==> config.mk <==
export PLATFORM = sky130hd
export DESIGN_NAME = flag_offset_loader
export DESIGN_NICKNAME = d
export VERILOG_FILES = /design/src/rtl/fol_pkg.sv /design/src/rtl/fol_strap.sv /design/src/rtl/fol_ofs_regs.sv /design/src/rtl/fol_readback.sv /design/src/rtl/flag_offset_loader.sv
export SDC_FILE = /design/constraint.sdc
export NUM_CORES = 1
export LEC_CHECK = 0
export ABC_AREA = 1
export ABC_CLOCK_PERIOD_IN_PS = 1800
export CAP_MARGIN = 20
export CORE_UTILIZATION = 47
export DETAILED_ROUTE_END_ITERATION = 10
export PLACE_DENSITY = 0.82
export SLEW_MARGIN = 10
export SYNTH_ARGS = -nofsm -noshare
export SYNTH_HDL_FRONTEND = slang
export SYNTH_HIERARCHICAL = 1
export SYNTH_SLANG_ARGS = --single-unit
==> constraint.sdc <==
create_clock -name clk -period 1.8 [get_ports clk]
set_clock_uncertainty 0.05 [all_clocks]
set_input_delay 0.27 -clock clk [delete_from_list [all_inputs] [get_ports clk]]
set_output_delay 0.27 -clock clk [all_outputs]
set_load 0.01 [all_outputs]
==> src/rtl/fol_pkg.sv <==
package fol_pkg;

  // Programming method latched at master reset
  typedef enum logic {
    PROG_SERIAL   = 1'b0,
    PROG_PARALLEL = 1'b1
  } prog_e;

  // Which offset the write or read sequence points at
  typedef enum logic {
    SEL_EMPTY = 1'b0,
    SEL_FULL  = 1'b1
  } osel_e;

  localparam int unsigned NUM_DFLT   = 8;
  localparam int unsigned DFLT_SHIFT = 3;

  function automatic osel_e osel_next(osel_e cur);
    return (cur == SEL_EMPTY) ? SEL_FULL : SEL_EMPTY;
  endfunction

endpackage

==> src/rtl/fol_strap.sv <==
module fol_strap
  import fol_pkg::*;
#(
  parameter int unsigned OFS_W = 12
) (
  input  logic             clk,
  input  logic             rst_n,
  input  logic             mrst,
  input  logic             cfg_ld,
  input  logic [1:0]       flag_sel,
  input  logic             ilv_strap,
  output prog_e            mode,
  output logic             ilv,
  output logic [OFS_W-1:0] dflt_ofs
);

  localparam int unsigned IDX_W = $clog2(NUM_DFLT);

  logic [OFS_W-1:0] tbl [NUM_DFLT];
  logic [IDX_W-1:0] idx;
  prog_e            mode_q, mode_d;
  logic             ilv_q, ilv_d;

  // Default table: 2^(k+shift)-1 for each entry
  for (genvar k = 0; k < NUM_DFLT; k++) begin : g_dflt
    assign tbl[k] = OFS_W'((1 << (k + DFLT_SHIFT)) - 1);
  end

  assign idx      = {cfg_ld, flag_sel};
  assign dflt_ofs = tbl[idx];

  always_comb begin
    mode_d = mode_q;
    ilv_d  = ilv_q;
    if (mrst) begin
      mode_d = cfg_ld ? PROG_PARALLEL : PROG_SERIAL;
      ilv_d  = ilv_strap;
    end
  end

  always_ff @(posedge clk or negedge rst_n) begin
    if (!rst_n) begin
      mode_q <= PROG_SERIAL;
      ilv_q  <= 1'b0;
    end else if (mrst) begin
      mode_q <= mode_d;
      ilv_q  <= ilv_d;
    end
  end

  assign mode = mode_q;
  assign ilv  = ilv_q;

  // latched modes only move on a master reset
  a_r3_mode_hold: assert property (@(posedge clk) disable iff (!rst_n)
    !mrst |=> ($stable(mode_q) && $stable(ilv_q)));

endmodule

==> src/rtl/fol_ofs_regs.sv <==
module fol_ofs_regs
  import fol_pkg::*;
#(
  parameter int unsigned OFS_W  = 12,
  parameter int unsigned DATA_W = 36
) (
  input  logic              clk,
  input  logic              rst_n,
  input  logic              mrst,
  input  logic              prst,
  input  logic              wr_go,
  input  prog_e             mode,
  input  logic              ilv,
  input  logic [OFS_W-1:0]  dflt_ofs,
  input  logic [DATA_W-1:0] din,
  input  logic              ser_in,
  output logic [OFS_W-1:0]  empty_ofs,
  output logic [OFS_W-1:0]  full_ofs
);

  localparam int unsigned TOT_BITS = 2 * OFS_W;
  localparam int unsigned SW       = $clog2(TOT_BITS);
  localparam int unsigned IW       = $clog2(OFS_W);

  logic [OFS_W-1:0] n_q, n_d, m_q, m_d;
  osel_e            wsel_q, wsel_d;
  logic [SW-1:0]    sbit_q, sbit_d;
  logic             ofs_en, ctl_en;
  logic [OFS_W-1:0] din_ofs;
  logic             in_lo, last_bit;
  logic [SW-1:0]    boff;
  logic [IW-1:0]    bidx;

  // Parallel extraction: flat or one skipped slot after every 8 bits
  always_comb begin
    din_ofs = '0;
    for (int i = 0; i < OFS_W; i++) begin
      din_ofs[i] = ilv ? din[i + i / 8] : din[i];
    end
  end

  assign in_lo    = (sbit_q < SW'(OFS_W));
  assign boff     = in_lo ? sbit_q : (sbit_q - SW'(OFS_W));
  assign bidx     = boff[IW-1:0];
  assign last_bit = (sbit_q == SW'(TOT_BITS - 1));

  always_comb begin
    n_d    = n_q;
    m_d    = m_q;
    wsel_d = wsel_q;
    sbit_d = sbit_q;
    ofs_en = 1'b0;
    ctl_en = 1'b0;
    if (mrst) begin
      n_d    = dflt_ofs;
      m_d    = dflt_ofs;
      wsel_d = SEL_EMPTY;
      sbit_d = '0;
      ofs_en = 1'b1;
      ctl_en = 1'b1;
    end else if (prst) begin
      wsel_d = SEL_EMPTY;
      sbit_d = '0;
      ctl_en = 1'b1;
    end else if (wr_go) begin
      ofs_en = 1'b1;
      ctl_en = 1'b1;
      if (mode == PROG_PARALLEL) begin
        if (wsel_q == SEL_EMPTY) n_d = din_ofs;
        else                     m_d = din_ofs;
        wsel_d = osel_next(wsel_q);
      end else begin
        if (in_lo) n_d[bidx] = ser_in;
        else       m_d[bidx] = ser_in;
        sbit_d = last_bit ? '0 : (sbit_q + SW'(1));
      end
    end
  end

  always_ff @(posedge clk or negedge rst_n) begin
    if (!rst_n) begin
      n_q <= '0;
      m_q <= '0;
    end else if (ofs_en) begin
      n_q <= n_d;
      m_q <= m_d;
    end
  end

  always_ff @(posedge clk or negedge rst_n) begin
    if (!rst_n) begin
      wsel_q <= SEL_EMPTY;
      sbit_q <= '0;
    end else if (ctl_en) begin
      wsel_q <= wsel_d;
      sbit_q <= sbit_d;
    end
  end

  assign empty_ofs = n_q;
  assign full_ofs  = m_q;

  // without a write and without master reset the offsets hold
  a_r7_idle_hold: assert property (@(posedge clk) disable iff (!rst_n)
    (!mrst && !wr_go) |=> ($stable(n_q) && $stable(m_q)));

  // a serial write touches at most one offset bit
  a_r5_one_bit: assert property (@(posedge clk) disable iff (!rst_n)
    (!mrst && !prst && wr_go && mode == PROG_SERIAL)
      |=> ($countones({m_q, n_q} ^ $past({m_q, n_q})) <= 1));

  // a parallel write updates only one of the two offsets
  a_r4_one_side: assert property (@(posedge clk) disable iff (!rst_n)
    (!mrst && !prst && wr_go && mode == PROG_PARALLEL)
      |=> ($stable(n_q) || $stable(m_q)));

  // partial reset keeps both offsets
  a_r9_prst_keep: assert property (@(posedge clk) disable iff (!rst_n)
    (prst && !mrst) |=> ($stable(n_q) && $stable(m_q)));

endmodule

==> src/rtl/fol_readback.sv <==
module fol_readback
  import fol_pkg::*;
#(
  parameter int unsigned OFS_W  = 12,
  parameter int unsigned DATA_W = 36
) (
  input  logic              clk,
  input  logic              rst_n,
  input  logic              mrst,
  input  logic              prst,
  input  logic              rd_go,
  input  logic              ilv,
  input  logic [OFS_W-1:0]  empty_ofs,
  input  logic [OFS_W-1:0]  full_ofs,
  output logic [DATA_W-1:0] rd_data
);

  osel_e             rsel_q, rsel_d;
  logic [DATA_W-1:0] dat_q, dat_d;
  logic [OFS_W-1:0]  src;
  logic [DATA_W-1:0] placed;
  logic              upd_en;

  assign src = (rsel_q == SEL_EMPTY) ? empty_ofs : full_ofs;

  // Readback placement mirrors the write-side layout, unused bits zero
  always_comb begin
    placed = '0;
    for (int i = 0; i < OFS_W; i++) begin
      if (ilv) placed[i + i / 8] = src[i];
      else     placed[i]         = src[i];
    end
  end

  always_comb begin
    rsel_d = rsel_q;
    dat_d  = dat_q;
    upd_en = 1'b0;
    if (mrst || prst) begin
      rsel_d = SEL_EMPTY;
      dat_d  = '0;
      upd_en = 1'b1;
    end else if (rd_go) begin
      rsel_d = osel_next(rsel_q);
      dat_d  = placed;
      upd_en = 1'b1;
    end
  end

  always_ff @(posedge clk or negedge rst_n) begin
    if (!rst_n) begin
      rsel_q <= SEL_EMPTY;
      dat_q  <= '0;
    end else if (upd_en) begin
      rsel_q <= rsel_d;
      dat_q  <= dat_d;
    end
  end

  assign rd_data = dat_q;

  // readback bus holds without a read or a reset
  a_r6_rd_hold: assert property (@(posedge clk) disable iff (!rst_n)
    (!mrst && !prst && !rd_go) |=> $stable(dat_q));

  // partial or master reset clears the readback bus
  a_r9_rd_clear: assert property (@(posedge clk) disable iff (!rst_n)
    (mrst || prst) |=> (dat_q == '0));

  if (OFS_W > 8 && DATA_W > 8) begin : g_slot_chk
    // skipped slot of the interleaved layout reads back as zero
    a_r8_slot_zero: assert property (@(posedge clk) disable iff (!rst_n)
      (ilv && !mrst && !prst && rd_go) |=> (dat_q[8] == 1'b0));
  end

endmodule

==> src/rtl/flag_offset_loader.sv <==
module flag_offset_loader
  import fol_pkg::*;
#(
  parameter int unsigned OFS_W  = 12,
  parameter int unsigned DATA_W = 36
) (
  input  logic              clk,
  input  logic              rst_n,
  input  logic              mrst,
  input  logic              prst,
  input  logic              cfg_ld,
  input  logic [1:0]        flag_sel,
  input  logic              ilv_strap,
  input  logic              wr_en,
  input  logic              rd_en,
  input  logic [DATA_W-1:0] din,
  input  logic              ser_in,
  output logic [OFS_W-1:0]  empty_ofs,
  output logic [OFS_W-1:0]  full_ofs,
  output logic [DATA_W-1:0] rd_data
);

  prog_e            mode;
  logic             ilv;
  logic [OFS_W-1:0] dflt_ofs;
  logic             wr_go, rd_go;

  assign wr_go = cfg_ld & wr_en;
  assign rd_go = cfg_ld & rd_en;

  fol_strap #(.OFS_W(OFS_W)) u_strap (
    .clk       (clk),
    .rst_n     (rst_n),
    .mrst      (mrst),
    .cfg_ld    (cfg_ld),
    .flag_sel  (flag_sel),
    .ilv_strap (ilv_strap),
    .mode      (mode),
    .ilv       (ilv),
    .dflt_ofs  (dflt_ofs)
  );

  fol_ofs_regs #(.OFS_W(OFS_W), .DATA_W(DATA_W)) u_regs (
    .clk       (clk),
    .rst_n     (rst_n),
    .mrst      (mrst),
    .prst      (prst),
    .wr_go     (wr_go),
    .mode      (mode),
    .ilv       (ilv),
    .dflt_ofs  (dflt_ofs),
    .din       (din),
    .ser_in    (ser_in),
    .empty_ofs (empty_ofs),
    .full_ofs  (full_ofs)
  );

  fol_readback #(.OFS_W(OFS_W), .DATA_W(DATA_W)) u_rdbk (
    .clk       (clk),
    .rst_n     (rst_n),
    .mrst      (mrst),
    .prst      (prst),
    .rd_go     (rd_go),
    .ilv       (ilv),
    .empty_ofs (empty_ofs),
    .full_ofs  (full_ofs),
    .rd_data   (rd_data)
  );

  // master reset wins over a same-cycle write
  a_r10_mrst_first: assert property (@(posedge clk) disable iff (!rst_n)
    (mrst && wr_en) |=> (empty_ofs == full_ofs));

endmodule

* After elaboration in Yosys (flattened, before gate mapping)
Memories as Yosys holds them, arrays and structs flattened. Cells that the tools add are included. Widths: inputs -> output; s select.
Storage, ports and cells: bits in registers 69, memory bits (read-only) 96, input port bits 47, output and inout bits 60, word-level logic and storage cells 88, memories 1
Operators by class: $add $sub $neg 2, magnitude comparators 4, equal/unequal tests 6, mux-type cells 52, bitwise logic cells 3, reduce and logical (&&, ||, !) cells 12
Memory list:
- (name not given) | words 8, bits a word 12, rd ports 1, clocked after memory_dff 0, write ports 0, line fol_strap.sv:30 | assign dflt_ofs = tbl[idx];
Operator list (number):
- $mux 12 | 15
- $mux 36 | 2
- $mux 1 | 26
- $mux 5 | 5
- $bwmux 12 | 2
- $reduce_and 5->1 | 2
- $ne 3x3->1 const B | 3
- $reduce_bool 3->1 | 3
- $reduce_and 3->1 | 2
- $add 5x1->5 const B | 1
- $eq 5x5->1 const B | 1
- $lt 4x5->1 const B | 1
- $lt 5x4->1 const B | 1
- $demux 1 s4 | 1
- $ge 4x1->1 const B | 1
- $ge 4x4->1 const B | 1
- $mux 4 | 1
- $not 3->4 | 1
- $reduce_bool 2->1 | 2
- $sub 4x4->4 const B | 1
- $ne 3x2->1 const B | 1
- $and 1x1->1 | 2
- $ne 2x2->1 const B | 1
- $reduce_and 2->1 | 1
- 2 further kinds | 2

* Logic depth before layout (Yosys ltp)
depth in word-level cells 12, depth in mapped cells 10, mapped depth without buffers 10

* Cells and area by module
The synthesis kept the hierarchy.
Modules (own cells, without submodules):
- fol_ofs_regs | times used 1, cells each 317, area an instance 2050.7 um^2, sequential area each 750.7 um^2
- fol_readback | times used 1, cells each 133, area an instance 975.9 um^2, sequential area each 350.3 um^2
- fol_strap | times used 1, cells each 29, area an instance 180.2 um^2, sequential area each 50.0 um^2
- flag_offset_loader | times used 1, cells each 4, area an instance 15.0 um^2, sequential area each 0.0 um^2

* Worst setup path before layout
No wires, ideal clock.
path type register to register, from reg u_regs.sbit_q[2], to reg u_regs.n_q[10] (netlist: u_regs/empty_ofs[10]), library setup time 0.116 ns, arrival time 1.375 ns, data required time 1.634 ns, path slack 0.258 ns, cell stages (with the launch flop) 10, path buffers 0, period minus slack after synthesis 1.542 ns, cells stage by stage dfrtp_1 ha_1 inv_1 nor2_1 nor2_1 nand3_1 nand2_1 nand2_1 nand2_1 nand2_1
Between the ends: word-level cells in the longest chain between the ends 12, elaborated cells on any way between the ends 16, classes of those cells add/sub (1); order compare (3); mux (9); reduce/logical (3)
RTL lines:
- start, declared | line fol_ofs_regs.sv:27 | logic [SW-1:0] sbit_q, sbit_d;
- start signal, assigned | line fol_ofs_regs.sv:96 | sbit_q <= sbit_d;
- $sub 4x4->4 / $lt 5x4->1 (equally long branches) | line fol_ofs_regs.sv:43, fol_ofs_regs.sv:42
- $mux 4 | line fol_ofs_regs.sv:43 | assign boff = in_lo ? sbit_q : (sbit_q - SW'(OFS_W));
- $lt 4x5->1 (implied by the code) / $ge 4x1->1 (equally long branches) | line fol_ofs_regs.sv:73 | if (in_lo) n_d[bidx] = ser_in;
- $logic_and 1x1->1 (implied by the code) | line fol_ofs_regs.sv:73
- $mux 1 (implied by the code) | line fol_ofs_regs.sv:73
- $demux 1 s4
- $bwmux 12 | line fol_ofs_regs.sv:73
- $mux 12 | line fol_ofs_regs.sv:73
- $mux 12 | line fol_ofs_regs.sv:68 | if (mode == PROG_PARALLEL) begin
- $mux 12 | line fol_ofs_regs.sv:65 | end else if (wr_go) begin
- $mux 12 | line fol_ofs_regs.sv:61 | end else if (prst) begin
- $mux 12 | line fol_ofs_regs.sv:54 | if (mrst) begin
- end signal, assigned | line fol_ofs_regs.sv:85 | n_q <= n_d;
- end, declared | line fol_ofs_regs.sv:25 | logic [OFS_W-1:0] n_q, n_d, m_q, m_d;
Several ways; a longest one is shown, not always the timed one. The select of a mux whose other input is x is not followed. A chain may end at the register's enable or synchronous reset.

* Worst setup path after layout
from reg u_regs.sbit_q[4], to reg u_regs.m_q[7] (netlist: u_regs/full_ofs[7])
Between the ends: word-level cells in the longest chain between the ends 12, elaborated cells on any way between the ends 15, classes of those cells order compare (3); eq/ne (1); mux (9); reduce/logical (2)
RTL lines:
- $lt 5x4->1 * | line fol_ofs_regs.sv:42 | assign in_lo = (sbit_q < SW'(OFS_W));
- $mux 4 | line fol_ofs_regs.sv:43
- $lt 4x5->1 (implied by the code) / $ge 4x1->1 (equally long branches) | line fol_ofs_regs.sv:74 | else m_d[bidx] = ser_in;
- $logic_and 1x1->1 (implied by the code) | line fol_ofs_regs.sv:74
- $mux 1 (implied by the code) | line fol_ofs_regs.sv:74
- $demux 1 s4
- $bwmux 12 | line fol_ofs_regs.sv:74
- $mux 12 | line fol_ofs_regs.sv:73
- $mux 12 | line fol_ofs_regs.sv:68
- $mux 12 | line fol_ofs_regs.sv:65
- $mux 12 | line fol_ofs_regs.sv:61
- $mux 12 | line fol_ofs_regs.sv:54
- end signal, assigned | line fol_ofs_regs.sv:86 | m_q <= m_d;
- end, declared | line fol_ofs_regs.sv:25
Mark *: on every way between the ends. The rest lies on a longest branch, timed or not. The select of a mux whose other input is x is not followed.

==> results.ini <==
[global_route]
grt_remaining_overflow=0
track_usage_pct=22.68
grt_pass1_wl_mm=13.00
antenna_found_initial=0
grt_start_max_net_pins=29
grt_pass1_vias=2813

[sta]
hold_viol=0
layout_min_cycle_time_ns=1.718
setup_viol=0
fmax_mhz=582.0
post-route-period-util_pct=95.46
finalSetupTns_ns=0
rsz0062_at_grt=true
slew_violations=0

[floorplanning]
fp.dieH_um=84.80
floorplan.initialDensity_pct=49.61
coreArea_mm2=0.006495
dieWidth_um=84.80
io_pins=107
dieArea_mm2=0.007190
row_count=29

[routing]
drt_wl_total_mm=8.115
ant_nets=0
drt_iter0_markers=260
drt_pass1_iterations=8
vias_per_cell=5.094
drc=5
via_count=3194
avgRoutedWirePerCell_um=12.94

[clock_tree]
clk_latency_ns=0.31
cts_tree=built
clock-sinks=46
numCtsBuffers=5
cts_buffer_depth=2
path_clk_slew_ns=0.10
root_buffer=clkbuf_8
cts_max_level=2

[critical_path]
critPathBufInv=0
crit_family=simple AND/OR/NAND/NOR gates
r2r_cells=8
worstPathRequired_ns=1.96
crit_fanout=5
path_class=reg2reg
worstPathArrival_ns=1.87
crit_path_cell_trace=nor2_1, nor2_1, nor2_2, nand3_1, nand2_1, nand2_1, nand2_1, nand2_1
crit_cells=8
cp_slowest_stage_delay_ns=0.46
cp-end-kind=flip-flop
critPathMostFrequentCell=nand2_1
crit_path_start_kind=flip-flop
critPathSlowestCell=dfrtp_1

[pwr]
p_leak_uw=0.002073
ir_drop_mv=0.3601
power.total_uw=2747
power_density_mw_per_mm2=688.1

[layout]
syn_to_final_growth_pct=23.88
final_net_count=602
final_common_cell=nand2_1
diodes=0
fillCellCount=604
final_cell_mix=nand2_1, clkdlybuf4s50_1, dfrtp_1
layout-drive-gt1-share_pct=10.91
final_cells=627
final_area_mm2=0.003991

[hold_path]
hold_path_class=in2async

[synth]
syn_area_mm2=0.003222
synth_area_leaders=dfrtp_1, nand2_1, buf_4
yosys_warnings=6
synth.yosys.seq_area_share_pct=35.73
synthMuxAreaShare_pct=0
synth_largest_area_cell=dfrtp_1
syn_inst=483
synth_top_area_share_pct=35.73
synth.distinct_cells=26
ys_ff_latch=46
syn_area_per_cell_um2=6.670
synth-simple-area-share_pct=38.10
synthAdderAreaFrac_pct=2.330
synth_xor_area_share_pct=0.2718
synth_compound_area_share_pct=9.165
synth_top_family_by_area=simple AND/OR/NAND/NOR gates

[outcome]
status=finished, violations left
violations=DRC

[place]
dp_hpwl_mm=6.075
portBuffers=60
place_congestion=0.9111
dp_cells=617
placed_area_mm2=0.003825

[flow_run]
drv_cap=0

==> routing by layer <==
metal / track usage (%) / vias up / part of all wire [%]
met5: 0 / - / 0
met2: 39.76 / 145 / 49
met4: 7.088 / 0 / 2.0
met1: 29.27 / 1445 / 43
met3: 2.655 / 20 / 6.3
li1: - / 1584 / -
==> logic make-up after synthesis <==
logic type,Yosys count
AOI/OAI and AO/OA,53
adders and majority gates,6
other,3
and+or+nand+nor,294
DFF,46
buffers and inverters,80
xor gates and xnor gates,1
==> cell usage after synthesis <==
master and n:
inv_1 30, and2_1 2, buf_2 8, nand3_2 5, o21bai_1 5, nand3_1 32, o31ai_1 1, o21ai_1 3
a21oi_1 27, nand2_4 2, xor2_1 1, nor2_1 20, buf_6 3, nand2_2 4, o21ai_0 13, ha_1 6
conb_1 3, buf_4 32, inv_2 6, nand2_1 223, nor3_1 2, clkbuf_1 1, a22o_1 4, nor2_4 2
nor2_2 2, dfrtp_1 46
==> path summary, 6_finish.rpt <==
kind / from / to / slack [ns]
max: u_regs/sbit_q[4] / u_regs/full_ofs[7] / 0.08
max in group asynchronous: rst_n / u_regs/full_ofs[4] / 0.79
min: rst_n / u_rdbk/rd_data[10] / 0.39
min reg2reg: u_rdbk/rd_data[9] / u_rdbk/rd_data[9] / 0.44
max reg2reg: u_regs/sbit_q[4] / u_regs/full_ofs[7] / 0.08
min in group clk: ilv_strap / u_strap/ilv / 0.43
==> state kept, by name (all words and copies together), names as in the netlist <==
register,cells
u_rdbk/rd_data,13
u_regs/empty_ofs,12
u_regs/wsel_q,1
u_rdbk/rsel_q,1
u_regs/sbit_q,5
u_strap/ilv,1
u_strap/mode,1
u_regs/full_ofs,12
==> repair_timing <==
item	in CTS	in global routing
hold endpoints to repair	18	0
setup endpoints to repair	0	24
resized for setup	0	14
hold buffers	1	0
buffers inserted	0	1
==> report_power, final <==
| group | internal (µW) | leakage [µW] | total (µW) | switching (µW) |
|---|---|---|---|---|
| Combinational | 387 | 0.00142 | 814 | 427 |
| Sequential | 1140 | 0.000609 | 1250 | 112 |
| Clock | 281 | 0.0000447 | 679 | 398 |
==> layout make-up <==
cell class	instances	area [µm²]	share of cell area [%]
multi-input combinational	382	1769	44.33
clock buffer	5	68.82	1.724
tap	77	96.34	2.414
inverter	36	135.1	3.386
timing repair buffer	78	745.7	18.68
clock inverter	3	25.02	0.6270
sequential	46	1151	28.84
==> stage by stage <==
stage                     worst slack, ns  utilization [%]  hold slack (ns)
after detailed placement         -0.09251            58.89           0.2112
after global placement           -0.07038            58.89           0.2035
after CTS                        0.002260            60.49           0.4098
after floorplan                    0.2585                -         -0.07559
after global routing             -0.05748            61.45           0.4329
final                             0.08172            61.45           0.3917
No activity file was read; power rests on OpenSTA's default activity.
